<file path="src/rtl/nic_cmd_pkg.sv">
package nic_cmd_pkg;

   localparam int WORD_W = 16;
   localparam int FUNC_W = 6;
   localparam int STAT_W = 4;

   localparam logic [FUNC_W-1:0] FN_NONE  = 6'o00;
   localparam logic [FUNC_W-1:0] FN_RESET = 6'o77;

   localparam logic [STAT_W-1:0] ST_OK      = 4'd0;
   localparam logic [STAT_W-1:0] ST_ILLEGAL = 4'd2;

   // word slot inside the block's window
   typedef enum logic [1:0] {
      SLOT_CSR  = 2'd0,
      SLOT_ADDR = 2'd1,
      SLOT_LEN  = 2'd2,
      SLOT_XADR = 2'd3
   } reg_slot_e;

   // supported command set (sparse octal table)
   function automatic logic is_legal(input logic [FUNC_W-1:0] c);
      logic ok;
      case (c)
         6'o01, 6'o02, 6'o03, 6'o04, 6'o05, 6'o06, 6'o07,
         6'o10, 6'o11, 6'o12,
         6'o15, 6'o16, 6'o17,
         6'o20, 6'o21, 6'o22, 6'o23,
         6'o30, 6'o31,
         6'o40,
         6'o50, 6'o51, 6'o52, 6'o53, 6'o54,
         6'o60,
         6'o77:   ok = 1'b1;
         default: ok = 1'b0;
      endcase
      return ok;
   endfunction

endpackage

</file>
<file path="src/rtl/nic_cmd_addr_dec.sv">
module nic_cmd_addr_dec
   import nic_cmd_pkg::*;
#(
   parameter int                ADDR_W    = 18,
   parameter logic [ADDR_W-1:0] BASE_ADDR = 18'o764000,
   parameter bit                EXT_ADDR  = 1'b1
) (
   input  logic [ADDR_W-1:0] addr,
   output logic              hit,
   output reg_slot_e         slot
);

   localparam int TAG_LSB = 3;

   if (ADDR_W <= TAG_LSB) begin : g_bad_width
      $error("nic_cmd_addr_dec: ADDR_W too small");
   end
   if (BASE_ADDR[TAG_LSB-1:0] != '0) begin : g_bad_base
      $error("nic_cmd_addr_dec: base must be 8-byte aligned");
   end

   logic tag_match;
   logic unused_byte_lane;

   assign unused_byte_lane = addr[0];
   assign tag_match = (addr[ADDR_W-1:TAG_LSB] == BASE_ADDR[ADDR_W-1:TAG_LSB]);
   assign slot      = reg_slot_e'(addr[2:1]);

   if (EXT_ADDR) begin : g_wide
      assign hit = tag_match;
   end else begin : g_narrow
      assign hit = tag_match && (slot != SLOT_XADR);
   end

endmodule

</file>
<file path="src/rtl/nic_cmd_seq.sv">
module nic_cmd_seq
   import nic_cmd_pkg::*;
(
   input  logic              clk,
   input  logic              rst_n,
   input  logic              issue,
   input  logic [FUNC_W-1:0] code,
   input  logic              cmd_done,
   input  logic [STAT_W-1:0] cmd_status,
   output logic              start,
   output logic              busy,
   output logic [FUNC_W-1:0] func,
   output logic [STAT_W-1:0] stat,
   output logic              cdn,
   output logic              done_evt,
   output logic              reset_evt
);

   logic take, legal, do_illegal, do_launch, do_finish;

   assign take       = issue && !busy;
   assign legal      = is_legal(code);
   assign reset_evt  = take && (code == FN_RESET);
   assign do_illegal = take && !legal;
   assign do_launch  = take && legal && (code != FN_RESET);
   assign do_finish  = busy && cmd_done;
   assign done_evt   = do_illegal || do_finish;

   always_ff @(posedge clk or negedge rst_n) begin
      if (!rst_n) begin
         start <= 1'b0;
         busy  <= 1'b0;
         func  <= FN_NONE;
         stat  <= ST_OK;
         cdn   <= 1'b0;
      end else begin
         start <= 1'b0;
         if (reset_evt) begin
            func <= FN_RESET;
            stat <= ST_OK;
            cdn  <= 1'b1;
         end else if (do_illegal) begin
            func <= code;
            stat <= ST_ILLEGAL;
            cdn  <= 1'b1;
         end else if (do_launch) begin
            func  <= code;
            cdn   <= 1'b0;
            busy  <= 1'b1;
            start <= 1'b1;
         end
         if (do_finish) begin
            stat <= cmd_status;
            cdn  <= 1'b1;
            busy <= 1'b0;
         end
      end
   end

   // the start strobe never lasts two cycles
   p_start_single_r3: assert property (@(posedge clk) disable iff (!rst_n)
      start |=> !start);

   // completion from the execution unit is captured
   p_finish_capture_r4: assert property (@(posedge clk) disable iff (!rst_n)
      (busy && cmd_done) |=> (cdn && !busy && stat == $past(cmd_status)));

   // unsupported codes finish at once without a start
   p_illegal_now_r5: assert property (@(posedge clk) disable iff (!rst_n)
      (issue && !busy && !is_legal(code)) |=> (cdn && stat == ST_ILLEGAL && !start));

   // writes while outstanding leave the command alone
   p_busy_ignores_r6: assert property (@(posedge clk) disable iff (!rst_n)
      (busy && issue) |=> ($stable(func) && !start));

endmodule

</file>
<file path="src/rtl/nic_irq_arb.sv">
module nic_irq_arb #(
   parameter int               VEC_W    = 9,
   parameter logic [VEC_W-1:0] VEC_BASE = 9'o340
) (
   input  logic             clk,
   input  logic             rst_n,
   input  logic             clr_all,
   input  logic             set_rx,
   input  logic             set_cmd,
   input  logic             ack,
   output logic             req,
   output logic [VEC_W-1:0] vec
);

   localparam logic [VEC_W-1:0] VEC_CMD = VEC_BASE + VEC_W'(4);

   if (VEC_BASE[1:0] != 2'b00) begin : g_bad_vec
      $error("nic_irq_arb: vector base must be a multiple of four");
   end

   logic pend_rx, pend_cmd;

   always_ff @(posedge clk or negedge rst_n) begin
      if (!rst_n) begin
         pend_rx  <= 1'b0;
         pend_cmd <= 1'b0;
      end else if (clr_all) begin
         pend_rx  <= 1'b0;
         pend_cmd <= 1'b0;
      end else begin
         pend_rx  <= set_rx  || (pend_rx  && !ack);
         pend_cmd <= set_cmd || (pend_cmd && !(ack && !pend_rx));
      end
   end

   assign req = pend_rx || pend_cmd;
   assign vec = pend_rx ? VEC_BASE : VEC_CMD;

   // a fresh receive event is presented first
   p_rx_first_r8: assert property (@(posedge clk) disable iff (!rst_n)
      (set_rx && !clr_all) |=> (req && vec == VEC_BASE));

   // acknowledging the only pending source drops the request
   p_ack_drops_r9: assert property (@(posedge clk) disable iff (!rst_n)
      (ack && req && !(pend_rx && pend_cmd) && !set_rx && !set_cmd) |=> !req);

endmodule

</file>
<file path="src/rtl/nic_cmd_regs.sv">
module nic_cmd_regs
   import nic_cmd_pkg::*;
#(
   parameter int                ADDR_W    = 18,
   parameter logic [ADDR_W-1:0] BASE_ADDR = 18'o764000,
   parameter int                VEC_W     = 9,
   parameter logic [VEC_W-1:0]  VEC_BASE  = 9'o340,
   parameter bit                EXT_ADDR  = 1'b1,
   parameter int                XBAR_W    = 6
) (
   input  logic                                       clk,
   input  logic                                       rst_n,
   input  logic [ADDR_W-1:0]                          bus_addr,
   input  logic                                       bus_wr,
   input  logic [15:0]                                bus_wdata,
   output logic [15:0]                                bus_rdata,
   output logic                                       bus_hit,
   output logic                                       cmd_start,
   output logic [5:0]                                 cmd_code,
   output logic [(EXT_ADDR ? 16 + XBAR_W : 16)-1:0]   cmd_addr,
   output logic [15:0]                                cmd_count,
   input  logic                                       cmd_done,
   input  logic [3:0]                                 cmd_status,
   input  logic                                       rx_done,
   output logic                                       irq_req,
   output logic [VEC_W-1:0]                           irq_vec,
   input  logic                                       irq_ack
);

   // control word bit map
   localparam int B_XM  = 15;
   localparam int B_FHI = 13;
   localparam int B_FLO = 8;
   localparam int B_CDN = 7;
   localparam int B_CIE = 6;
   localparam int B_RDN = 5;
   localparam int B_RIE = 4;

   if (XBAR_W < 1 || XBAR_W > WORD_W) begin : g_bad_xbar
      $error("nic_cmd_regs: XBAR_W out of range");
   end
   if (B_FHI - B_FLO + 1 != FUNC_W) begin : g_bad_map
      $error("nic_cmd_regs: function field width mismatch");
   end

   reg_slot_e         slot;
   logic              csr_wr, addr_wr, len_wr, xadr_wr, issue;
   logic              xm_q, cie_q, rie_q, rdn_q;
   logic              cie_eff, rie_eff;
   logic [WORD_W-1:0] bar_q, bcr_q;
   logic              busy, cdn, done_evt, reset_evt;
   logic [FUNC_W-1:0] func;
   logic [STAT_W-1:0] stat;
   logic [WORD_W-1:0] csr_word;

   nic_cmd_addr_dec #(
      .ADDR_W    (ADDR_W),
      .BASE_ADDR (BASE_ADDR),
      .EXT_ADDR  (EXT_ADDR)
   ) u_dec (
      .addr (bus_addr),
      .hit  (bus_hit),
      .slot (slot)
   );

   assign csr_wr  = bus_wr && bus_hit && (slot == SLOT_CSR);
   assign addr_wr = bus_wr && bus_hit && (slot == SLOT_ADDR);
   assign len_wr  = bus_wr && bus_hit && (slot == SLOT_LEN);
   assign xadr_wr = bus_wr && bus_hit && (slot == SLOT_XADR);
   assign issue   = csr_wr && (bus_wdata[B_FHI:B_FLO] != FN_NONE);

   nic_cmd_seq u_seq (
      .clk        (clk),
      .rst_n      (rst_n),
      .issue      (issue),
      .code       (bus_wdata[B_FHI:B_FLO]),
      .cmd_done   (cmd_done),
      .cmd_status (cmd_status),
      .start      (cmd_start),
      .busy       (busy),
      .func       (func),
      .stat       (stat),
      .cdn        (cdn),
      .done_evt   (done_evt),
      .reset_evt  (reset_evt)
   );

   always_ff @(posedge clk or negedge rst_n) begin
      if (!rst_n) begin
         xm_q  <= 1'b0;
         cie_q <= 1'b0;
         rie_q <= 1'b0;
         rdn_q <= 1'b0;
         bar_q <= '0;
         bcr_q <= '0;
      end else if (reset_evt) begin
         xm_q  <= 1'b0;
         cie_q <= 1'b0;
         rie_q <= 1'b0;
         rdn_q <= 1'b0;
         bar_q <= '0;
         bcr_q <= '0;
      end else begin
         if (csr_wr) begin
            xm_q  <= bus_wdata[B_XM];
            cie_q <= bus_wdata[B_CIE];
            rie_q <= bus_wdata[B_RIE];
         end
         if (rx_done)
            rdn_q <= 1'b1;
         else if (csr_wr && bus_wdata[B_RDN])
            rdn_q <= 1'b0;
         if (addr_wr) bar_q <= bus_wdata;
         if (len_wr)  bcr_q <= bus_wdata;
      end
   end

   if (EXT_ADDR) begin : g_xadr
      logic [XBAR_W-1:0] xbar_q;
      always_ff @(posedge clk or negedge rst_n) begin
         if (!rst_n)          xbar_q <= '0;
         else if (reset_evt)  xbar_q <= '0;
         else if (xadr_wr)    xbar_q <= bus_wdata[XBAR_W-1:0];
      end
      assign cmd_addr = {xbar_q, bar_q};
   end else begin : g_no_xadr
      assign cmd_addr = bar_q;
   end

   assign cmd_code  = func;
   assign cmd_count = bcr_q;

   // an enable written in the same cycle as an event already applies
   assign cie_eff = csr_wr ? bus_wdata[B_CIE] : cie_q;
   assign rie_eff = csr_wr ? bus_wdata[B_RIE] : rie_q;

   nic_irq_arb #(
      .VEC_W    (VEC_W),
      .VEC_BASE (VEC_BASE)
   ) u_irq (
      .clk     (clk),
      .rst_n   (rst_n),
      .clr_all (reset_evt),
      .set_rx  (rx_done && rie_eff),
      .set_cmd (done_evt && cie_eff),
      .ack     (irq_ack),
      .req     (irq_req),
      .vec     (irq_vec)
   );

   assign csr_word = {xm_q, 1'b0, func, cdn, cie_q, rdn_q, rie_q, stat};
   assign bus_rdata = (bus_hit && slot == SLOT_CSR) ? csr_word : '0;

   // an active start always coincides with a cleared complete flag
   p_start_clears_cdn_r3: assert property (@(posedge clk) disable iff (!rst_n)
      cmd_start |-> (!cdn && busy));

   // a receive event leaves the complete flag set
   p_rx_flag_r8: assert property (@(posedge clk) disable iff (!rst_n)
      (rx_done && !reset_evt) |=> rdn_q);

   // the reset command leaves nothing enabled, stored or pending
   p_reset_cmd_r10: assert property (@(posedge clk) disable iff (!rst_n)
      reset_evt |=> (!cie_q && !rie_q && !xm_q && cmd_addr == '0 &&
                     cmd_count == '0 && !irq_req && cdn && !cmd_start));

endmodule

</file>
<file path="config.mk">
export PLATFORM = sky130hd
export DESIGN_NAME = nic_cmd_regs
export DESIGN_NICKNAME = d
export VERILOG_FILES = /design/src/rtl/nic_cmd_pkg.sv /design/src/rtl/nic_cmd_addr_dec.sv /design/src/rtl/nic_cmd_seq.sv /design/src/rtl/nic_irq_arb.sv /design/src/rtl/nic_cmd_regs.sv
export SDC_FILE = /design/constraint.sdc
export NUM_CORES = 1
export LEC_CHECK = 0
export ABC_AREA = 1
export BUFFER_PORTS_ARGS = -buffer_cell sky130_fd_sc_hd__buf_4
export CAP_MARGIN = 20
export CORE_MARGIN = 1
export CORE_UTILIZATION = 52
export DETAILED_ROUTE_END_ITERATION = 8
export HOLD_SLACK_MARGIN = 0.06
export PLACE_DENSITY = 0.85
export SETUP_SLACK_MARGIN = 0.15
export SYNTH_ARGS = -nofsm -noshare
export SYNTH_HDL_FRONTEND = slang
export SYNTH_SLANG_ARGS = --single-unit
</file>
<file path="constraint.sdc">
create_clock -name clk -period 1.91 [get_ports clk]
set_input_delay 0 -clock clk [delete_from_list [all_inputs] [get_ports clk]]
set_output_delay 0 -clock clk [all_outputs]
set_load 0.01 [all_outputs]
</file>
==> flow_metrics.py <==
metrics = {
    "synthesis": {
        "ys_seq_area_share_pct": 50.2,
        "synth-xor-area-share_pct": 0,
        "synth_edf_count": 0,
        "synth_compound_area_share_pct": 3.44,
        "synthSimpleGateAreaFrac_pct": 34.3,
        "syn_area_sq_um": 2840,
        "syn_inst": 353,
        "synth-main-ff-cell": "dfrtp_1",
        "synth_top_area_cell": "dfrtp_1",
        "synth.lib_cells_used.distinct": 25,
        "synth_fa_ha_area_share_pct": 0,
        "muxShareOfSynthArea_pct": 0,
        "synth_top_family_by_area": "simple AND/OR/NAND/NOR gates",
        "async_flop_share_pct": 100,
        "avgSynthCellArea_sq_um": 8.04,
        "yosysWarnings": 0,
        "synth_area_leaders": "dfrtp_1, nand3_1, nand2_1",
        "synth_top_area_share_pct": 50.2,
        "synth-seq-cells": 57,
    },
    "worst_setup_path": {
        "r2r_start": "u_seq.busy$_DFFE_PN0P_",
        "r2r_end": "g_xadr.xbar_q[2]$_DFFE_PN0P_",
        "rr_worst_depth": 7,
        "r2r_slack_ns": 0.55,
        "cp.buffers_inverters": 3,
        "slowest_delay_ns": 0.53,
        "critPathLaunchType": "input pin",
        "critPathMaxFanout": 35,
        "endpoint_kind": "flop",
        "cp_data_required_time_ns": 2.13,
        "critical-path-slowest-cell": "dlygate4sd3_1",
        "worstPathArrival_ns": 1.81,
        "path_delay_family": "buffers and inverters",
        "path_class": "in2reg",
        "crit_chain": "dlygate4sd3_1 > buf_4 > nand4_1 > nor3_1 > nand3_4 > buf_12 > nand3_1 > nand2_1",
    },
    "sta": {
        "skew_ns": 0.0114,
        "finalHoldViolCount": 0,
        "tns_ns": 0,
        "setup_viol_count_final": 0,
        "period_share_pct": 83.6,
        "slew-limit-headroom_pct": 52.2,
        "fmax_ghz": 0.626,
        "rsz0062_at_grt": "false",
        "fin_ws_ns": 0.314,
        "slew_violations": 0,
        "tightest_slew_ns": 0.717,
        "whs_ns": 0.0786,
        "min_period_ns": 1.60,
    },
    "pwr": {
        "p_leak_uw": 0.00237,
        "sw_frac_of_total_pct": 22.9,
        "cellPowerDensity_nw_per_um2": 659,
        "max-vdd-ir-drop_mv": 0.587,
        "pwr-share-comb_pct": 9.8,
        "p_int_uw": 2080,
        "power_frac_seq_pct": 46.8,
        "p_switching_uw": 615,
        "clock_power_share_pct": 43.4,
    },
    "cts": {
        "tritoncts": "done",
        "cts_buffer_depth": 2,
        "cts_sinks": 57,
        "insertion_delay_ns": 0.34,
        "post-cts-setup-buffers": 0,
        "clkTransAtPathRegs_ns": 0.07,
        "cts_root_buffer": "clkbuf_8",
        "htreeDepth": 3,
        "numCtsBuffers": 9,
    },
    "detailed_routing": {
        "drc": 0,
        "postRouteAntennaNets": 0,
        "wl_per_cell_um": 13.6,
        "first_pass_iters": 4,
        "num_vias": 2824,
        "first_iter_violations": 157,
        "routed_wl_um": 7500,
        "drt-vias-per-instance": 5.11,
    },
    "layout": {
        "final_net_count": 522,
        "final_cell_mix": "buf_4, nand2_1, nand3_1",
        "n_antenna_cell": 0,
        "drive_above_1_share_pct": 29.0,
        "final_common_cell": "buf_4",
        "area_growth_syn_to_layout_pct": 43.7,
        "final.fill_count": 364,
        "stdcell_count": 553,
    },
    "outcome": {
        "status": "finished clean",
    },
    "place": {
        "post-place-ws_ns": 0.360,
        "place_congestion": 0.793,
        "dp_cells": 514,
        "io_buffers": 105,
        "hpwl_um": 4920,
    },
    "floorplan": {
        "die_area_sq_um": 5760,
        "start_util_pct": 54.9,
        "rows": 26,
        "die_y_um": 75.9,
        "io_pins": 116,
        "core_region_area_sq_um": 5170,
        "fp.dieW_um": 75.9,
    },
    "global_route": {
        "grt_pass1_wl_um": 11500,
        "grt_max_degree": 58,
        "grt-ovfl-total": 0,
        "antenna_found_initial": 0,
        "grt_pass1_vias": 2516,
        "grtUsageTotal_pct": 27.2,
    },
    "worst_hold_path": {
        "holdPathEnd": "u_seq.cdn$_DFFE_PN0P_",
        "hold_path_depth": 3,
        "hold_path.class": "in2reg",
        "hold_start": "cmd_done",
    },
    "flow_run": {
        "timing.max_cap.violations": 0,
    },
}
timing repair:
action                                  CTS  global route
hold buffers                             23             0
hold endpoints to repair                110             0
resized for setup                         0            10
endpoints found under the setup margin    0            40
power groups by stage:
| stage | logic [uW] | clock network [uW] | registers, uW |
|---|---|---|---|
| 2_1_floorplan | 110 | 0 | 1270 |
| 5_1_grt | 293 | 1240 | 1260 |
| 4_1_cts | 261 | 1190 | 1260 |
| 6_report | 263 | 1170 | 1260 |
| 3_3_place_gp | 213 | 0 | 1280 |
| 3_5_place_dp | 220 | 0 | 1280 |
through the flow:
| step | total power (uW) | area, sq um | utilization (%) |
|---|---|---|---|
| floorplan | 1380 | 2870 | - |
| global placement | 1490 | 3600 | 69.6 |
| detailed placement | 1500 | 3600 | 69.6 |
| CTS | 2700 | 4040 | 78.1 |
| global route | 2790 | 4080 | 78.9 |
| finish | 2690 | 4080 | 78.9 |
worst reg2reg max path, cell delays in order, from the launching register on:
cell     delay, ns
dfrtp_1       0.38
inv_1         0.08
nand2_1       0.09
inv_1         0.10
nand3_4       0.17
buf_12        0.23
nand3_1       0.11
nand2_1       0.08
logic make-up after synthesis:
| kind of cell | Yosys count |
|---|---|
| simple gates | 208 |
| flops | 57 |
| other cells | 2 |
| buf+inv | 67 |
| compound gates | 19 |
cell type report:
class | count | area (sq um) | area share, %
timing repair buffer | 134 | 1090 | 26.7
sequential | 57 | 1430 | 35.0
multi-input combinational | 236 | 1120 | 27.4
tap | 70 | 87.6 | 2.15
inverter | 40 | 150 | 3.68
clock inverter | 2 | 35.0 | 0.859
clock buffer | 14 | 173 | 4.23
metal layers:
metal | up-vias | share of wire (%) | GRT usage (%)
met5 | - | 0 | 0
met4 | 0 | 2.8 | 13.2
met3 | 19 | 5.9 | 5.82
met2 | 116 | 51 | 45.5
met1 | 1328 | 40 | 33.4
li1 | 1361 | - | -
synth_stat cells (3+ instances only):
cell type  instances
nand2_1           83
nand3_1           75
dfrtp_1           57
inv_1             38
nor2_1            30
buf_2             11
o21ai_0           11
buf_4             10
a21oi_1            7
nand4_1            7
buf_6              4
nor2_4             3
flip-flops by register name (all words and copies together), names as in the netlist:
register and count:
u_irq.pend_rx 1, rdn_q 1, cie_q 1, u_seq.func 6, u_seq.busy 1, rie_q 1, xm_q 1, bar_q 16
u_seq.cdn 1, u_seq.start 1, g_xadr.xbar_q 6, cmd_count 16, u_seq.stat 4, u_irq.pend_cmd 1
how the worst max path moves through the flow:
| stage | startpoint | to | slack [ns] | cells after the start |
|---|---|---|---|---|
| 5_1_grt | bus_wdata[10] | g_xadr.xbar_q[2]$_DFFE_PN0P_ | 0.20 | 11 |
| 6_report | bus_wdata[9] | g_xadr.xbar_q[2]$_DFFE_PN0P_ | 0.31 | 8 |
| 3_5_place_dp | bus_addr[7] | g_xadr.xbar_q[2]$_DFFE_PN0P_ | 0.36 | 10 |
| 4_1_cts | bus_wdata[9] | g_xadr.xbar_q[2]$_DFFE_PN0P_ | 0.16 | 10 |
| 2_1_floorplan | bus_addr[17] | g_xadr.xbar_q[0]$_DFFE_PN0P_ | 0.71 | 10 |
| 3_3_place_gp | bus_addr[7] | g_xadr.xbar_q[0]$_DFFE_PN0P_ | 0.43 | 10 |
Power figures use the tool's default switching activity.
